$ cat config.mk
export PLATFORM = sky130hd
export DESIGN_NAME = staged_readback
export DESIGN_NICKNAME = d
export VERILOG_FILES = /design/src/rtl/staged_readback.sv
export SDC_FILE = /design/constraint.sdc
export NUM_CORES = 1
export LEC_CHECK = 0
export BUFFER_PORTS_ARGS = -buffer_cell sky130_fd_sc_hd__clkbuf_2
export CORE_UTILIZATION = 49
export DETAILED_ROUTE_END_ITERATION = 10
export GPL_TIMING_DRIVEN = 1
export PLACE_DENSITY = 0.78
export SETUP_SLACK_MARGIN = 0.2
export SLEW_MARGIN = 5
export SYNTH_ARGS = -nofsm -noshare
export SYNTH_HDL_FRONTEND = slang
export SYNTH_SLANG_ARGS = --single-unit
export TNS_END_PERCENT = 20
$ cat constraint.sdc
create_clock -name clk -period 1.9 [get_ports clk]
set_clock_uncertainty 0.2 [all_clocks]
set_input_delay 0.285 -clock clk [delete_from_list [all_inputs] [get_ports clk]]
set_output_delay 0.285 -clock clk [all_outputs]
set_load 0.05 [all_outputs]
$ cat src/rtl/staged_readback.sv
module staged_readback #(
  parameter int ACC_W = 16,
  parameter int CNT_W = 16,
  parameter int ST_W  = 8,
  parameter int AD_W  = 8,
  parameter int TAG_W = 11
) (
  input  logic             clk,
  input  logic             rst_n,
  input  logic             fn_valid,
  input  logic [2:0]       fn_code,
  input  logic [ACC_W-1:0] acc_in,
  input  logic [CNT_W-1:0] live_count,
  input  logic [ST_W-1:0]  live_status,
  input  logic [AD_W-1:0]  live_addr,
  input  logic [TAG_W-1:0] live_itags,
  input  logic [ACC_W-1:0] live_lma,
  output logic [ACC_W-1:0] acc_out,
  output logic             acc_valid,
  output logic [TAG_W-1:0] otags
);
  localparam logic [2:0] FN_NONE = 3'd0;
  localparam logic [2:0] RD_CNT  = 3'd1;
  localparam logic [2:0] RD_STA  = 3'd2;
  localparam logic [2:0] RD_TAG  = 3'd3;
  localparam logic [2:0] RD_LMA  = 3'd4;
  localparam logic [2:0] WR_CNT  = 3'd5;
  localparam logic [2:0] WR_DEV  = 3'd6;
  localparam logic [2:0] WR_OTG  = 3'd7;

  logic [ACC_W-1:0] hold_q;
  logic [2:0]       arm_q;
  logic [ACC_W-1:0] live_sel, wr_val;

  wire is_rd = fn_valid && (fn_code >= RD_CNT) && (fn_code <= RD_LMA);
  wire is_wr = fn_valid && (fn_code >= WR_CNT);
  wire hit   = is_rd && (arm_q == fn_code);

  always_comb begin
    case (fn_code)
      RD_CNT:  live_sel = ACC_W'(live_count);
      RD_STA:  live_sel = ACC_W'({live_addr, live_status});
      RD_TAG:  live_sel = ACC_W'(live_itags);
      default: live_sel = live_lma;
    endcase
  end

  always_comb begin
    case (fn_code)
      WR_CNT:  wr_val = ACC_W'(acc_in[CNT_W-1:0]);
      WR_OTG:  wr_val = ACC_W'(acc_in[TAG_W-1:0]);
      default: wr_val = acc_in;
    endcase
  end

  always_ff @(posedge clk) begin
    if (!rst_n) begin
      hold_q    <= '0;
      arm_q     <= FN_NONE;
      acc_out   <= '0;
      acc_valid <= 1'b0;
      otags     <= '0;
    end else begin
      acc_valid <= hit;
      if (hit) begin
        acc_out <= hold_q;
        arm_q   <= FN_NONE;
      end else if (is_rd) begin
        hold_q <= live_sel;
        arm_q  <= fn_code;
      end else if (is_wr) begin
        hold_q <= wr_val;
        arm_q  <= fn_code - 3'd4;
        if (fn_code == WR_OTG) otags <= acc_in[TAG_W-1:0];
      end else begin
        arm_q <= FN_NONE;
      end
    end
  end

  // a back-to-back pair delivers the held value
  a_r2_pair_delivers: assert property (@(posedge clk) disable iff (!rst_n)
    (is_rd && arm_q == fn_code) |=> (acc_valid && acc_out == $past(hold_q)));

  // an unpaired read only captures
  a_r7_first_issue_quiet: assert property (@(posedge clk) disable iff (!rst_n)
    (is_rd && arm_q != fn_code) |=> (!acc_valid && $stable(acc_out)));

  a_r6_gap_disarms: assert property (@(posedge clk) disable iff (!rst_n)
    (!fn_valid || fn_code == FN_NONE) |=> (arm_q == FN_NONE && !acc_valid));

  a_r12_otags_stable: assert property (@(posedge clk) disable iff (!rst_n)
    !(fn_valid && fn_code == WR_OTG) |=> $stable(otags));

  a_r8_no_double_delivery: assert property (@(posedge clk) disable iff (!rst_n)
    acc_valid |-> !$past(acc_valid));

  a_r11_otags_load: assert property (@(posedge clk) disable iff (!rst_n)
    (fn_valid && fn_code == WR_OTG) |=> (otags == $past(acc_in[TAG_W-1:0])));
endmodule

==> flow_metrics.env <==
export IMPL_grt_overflow=0
export IMPL_post_synth_top_area_fraction=0.3485
export IMPL_cts_htree_levels=2
export IMPL_p_clk_frac=0.269
export IMPL_core_area_sq_um=5205
export IMPL_synth_area_leader_cell="dfxtp_1"
export IMPL_r2r_slack_ps=190
export IMPL_clock_path_buffers=2
export IMPL_clk_pin_slew_ps=90
export IMPL_nFillCells=433
export IMPL_diodes=0
export IMPL_p_leak_nw=1.484
export IMPL_dr_pass1_iters=4
export IMPL_min_from="acc_in[1]"
export IMPL_final_common_cell="clkbuf_2"
export IMPL_tritoncts="yes"
export IMPL_status="finished clean"
export IMPL_slew_violations=0
export IMPL_grt_first_pass_wirelength_microns=11210
export IMPL_port_buffers=108
export IMPL_finalPower_mw=2.167
export IMPL_stdcell_area_sq_um=3492
export IMPL_drtAntennaViolNets=0
export IMPL_netlist_area_sq_um=2700
export IMPL_ff2ff_path_depth=5
export IMPL_cp_max_fo=7
export IMPL_grtUsageMet3=0.04910
export IMPL_path_class="reg2reg"
export IMPL_clock_latency_ps=300
export IMPL_synth_top_family_by_area="compound AO/OA/AOI/OAI gates"
export IMPL_antenna_found_initial=0
export IMPL_yosysWarningCount=0
export IMPL_grt_max_degree=28
export IMPL_period_share=0.9011
export IMPL_dp_cells=447
export IMPL_area_growth_pct=29.33
export IMPL_drc_errors=0
export IMPL_cts_sinks=47
export IMPL_worst_hold_path_endpoint="otags[1]"
export IMPL_synth_compound_area_frac=0.3281
export IMPL_worstHoldPathCells=3
export IMPL_die_w_microns=76.23
export IMPL_worstMarginPinSlew_ps=463.9
export IMPL_drive_above_1_share=0.4768
export IMPL_regToRegStartpoint="arm_q[2]"
export IMPL_ys_top_cells_by_area="dfxtp_1 (35%), a311oi_2 (5.6%), a22o_1 (5.2%)"
export IMPL_use_met1=0.3219
export IMPL_muxShareOfSynthArea=0.04078
export IMPL_p_int_mw=1.528
export IMPL_async_reset_ff_frac=0
export IMPL_fp_row_count=26
export IMPL_start_kind="flip-flop"
export IMPL_synth_edf_count=0
export IMPL_fmax_mhz=584.1
export IMPL_final_cells=458
export IMPL_relSlewSlack=0.6858
export IMPL_clockRootBuffer="clkbuf_8"
export IMPL_cp_num_buf_inv=1
export IMPL_ctsHoldBuffers=0
export IMPL_dieArea_sq_um=5811
export IMPL_combPwrFrac=0.243
export IMPL_pre_cts_slack_ps=-325.7
export IMPL_crit_path_cell_trace="nand2b_4 > o2bb2ai_4 > o31a_4 > buf_4 > a311oi_1"
export IMPL_layout_setup_ws_ps=187.9
export IMPL_synthAdderAreaFrac=0
export IMPL_grtUsageTotal=0.2386
export IMPL_p_per_area_nw_per_um2=620.4
export IMPL_ir_drop_uv=295.1
export IMPL_cts_buffers=5
export IMPL_nets=468
export IMPL_hold_violations=0
export IMPL_post_route_util=0.6709
export IMPL_drt_iter0_markers=221
export IMPL_initial_core_util=0.5188
export IMPL_synthSimpleGateAreaFrac=0.2011
export IMPL_routed_via_density=5.609
export IMPL_crit_path_start="arm_q[2]"
export IMPL_setup_viol=0
export IMPL_synth_ff_type="dfxtp_1"
export IMPL_routed_wl_microns=7013
export IMPL_end_kind="flip-flop"
export IMPL_cp_arrival_ps=1720
export IMPL_rsz0062_at_grt="true"
export IMPL_busiest_layer="met2"
export IMPL_ys_seq_area_frac=0.3485
export IMPL_mostFrequentLayoutCells="clkbuf_2 (108), dfxtp_1 (45), nand2_1 (33)"
export IMPL_cap_violations=0
export IMPL_r2r_end="hold_q[0]"
export IMPL_wl_per_cell_microns=15.31
export IMPL_ys_seq_elements=47
export IMPL_synth_cells=277
export IMPL_synth_area_per_cell_sq_um=9.748
export IMPL_gp_congestion=0.7717
export IMPL_ys_types=45
export IMPL_synth_nets=358
export IMPL_hpwlAfterDp_microns=5282
export IMPL_dpl_instance_area_sq_um=3313
export IMPL_fp_dieH_microns=76.23
export IMPL_min_path_type="in2reg"
export IMPL_grtUsageMet2=0.3721
export IMPL_synth_xor_area_frac=0.009731
export IMPL_max_stage_delay_ps=400
export IMPL_period_minus_slack_ps=1712
export IMPL_ios=109
export IMPL_vias=2569
export IMPL_grt_pass1_vias=2379
export IMPL_netSwitchingPower_uw=638.4
export IMPL_switching_share=0.2947
export IMPL_cpLargestDelayFamily="compound AO/OA/AOI/OAI gates"
export IMPL_p_seq_frac=0.488
export IMPL_required_ps=1910
export IMPL_slowest_stage="o31a_4"
registers in the layout, indices dropped and copies added, names as in the netlist:
register and flops:
hold_q 16, acc_valid 1, acc_out 16, arm_q 3, otags 11
power by group through the flow:
stage	Clock (mW)	Combinational (mW)	Sequential, mW
2_1_floorplan	0	0.314	1.10
3_3_place_gp	0	0.488	1.08
3_5_place_dp	0	0.497	1.08
4_1_cts	0.599	0.500	1.05
5_1_grt	0.634	0.569	1.06
6_report	0.584	0.527	1.06
logic make-up (layout without fill, tap and decap cells):
family / count (synthesis) / in the layout
AOI/OAI and AO/OA: 94 / 94
and+or+nand+nor: 90 / 90
muxes: 11 / 11
DFF: 47 / 47
buffers and inverters: 32 / 143
xor gates and xnor gates: 3 / 3
cell type report:
type | count | area, sq um | area share
multi-input combinational | 198 | 1597 | 0.4572
sequential | 47 | 943.4 | 0.2702
timing repair buffer | 133 | 768.2 | 0.2200
tap | 70 | 87.58 | 0.02508
clock buffer | 5 | 68.82 | 0.01971
clock inverter | 3 | 20.02 | 0.005733
inverter | 2 | 7.507 | 0.002150
per-stage QoR:
step	hold slack, ps	setup TNS [ps]
finish	18.75	0
global route	28.23	0
CTS	12.13	0
detailed placement	249.2	-4234
global placement	244.9	-3366
floorplan	221.0	0
routing by layer:
metal	vias up	wire (microns)
met2	104	3276
li1	1308	-
met3	8	435
met4	0	97
met1	1149	3204
met5	-	0
synthesized netlist by cell type, types with 5 or more instances:
cell type,instances
dfxtp_1,47
nand2_1,33
a21oi_1,22
a22o_1,16
mux2i_1,11
nor4b_1,11
o32ai_1,11
or2_2,11
a311oi_2,10
clkbuf_1,10
o311ai_1,9
buf_2,8
buf_4,6
nor2_1,6
nor2b_1,6
nor4_1,6
a2111oi_2,5
a221o_1,5
a32oi_1,5
buf_6,5
worst reg2reg max path: cells and delay by family (launching register included):
family | cells | cell delay, ps
buf+inv | 1 | 170
compound gates | 3 | 750
flops | 1 | 350
simple gates | 1 | 150
how the worst max path moves through the flow:
stage | cells after the start | endpoint | slack [ps]
finish | 5 | hold_q[0] | 190
global route | 5 | hold_q[0] | 90
CTS | 4 | hold_q[12] | 180
detailed placement | 5 | hold_q[12] | -330
global placement | 5 | hold_q[12] | -220
floorplan | 6 | hold_q[1] | 200
repair_timing:
item                                    CTS  global route
endpoints found under the setup margin    7            35
setup buffers                             0             3
hold endpoints to repair                  0             0
cloned                                    0             0
gates resized for setup                   2             9
pin swaps                                 1             2
No activity file was read; power rests on OpenSTA's default activity.
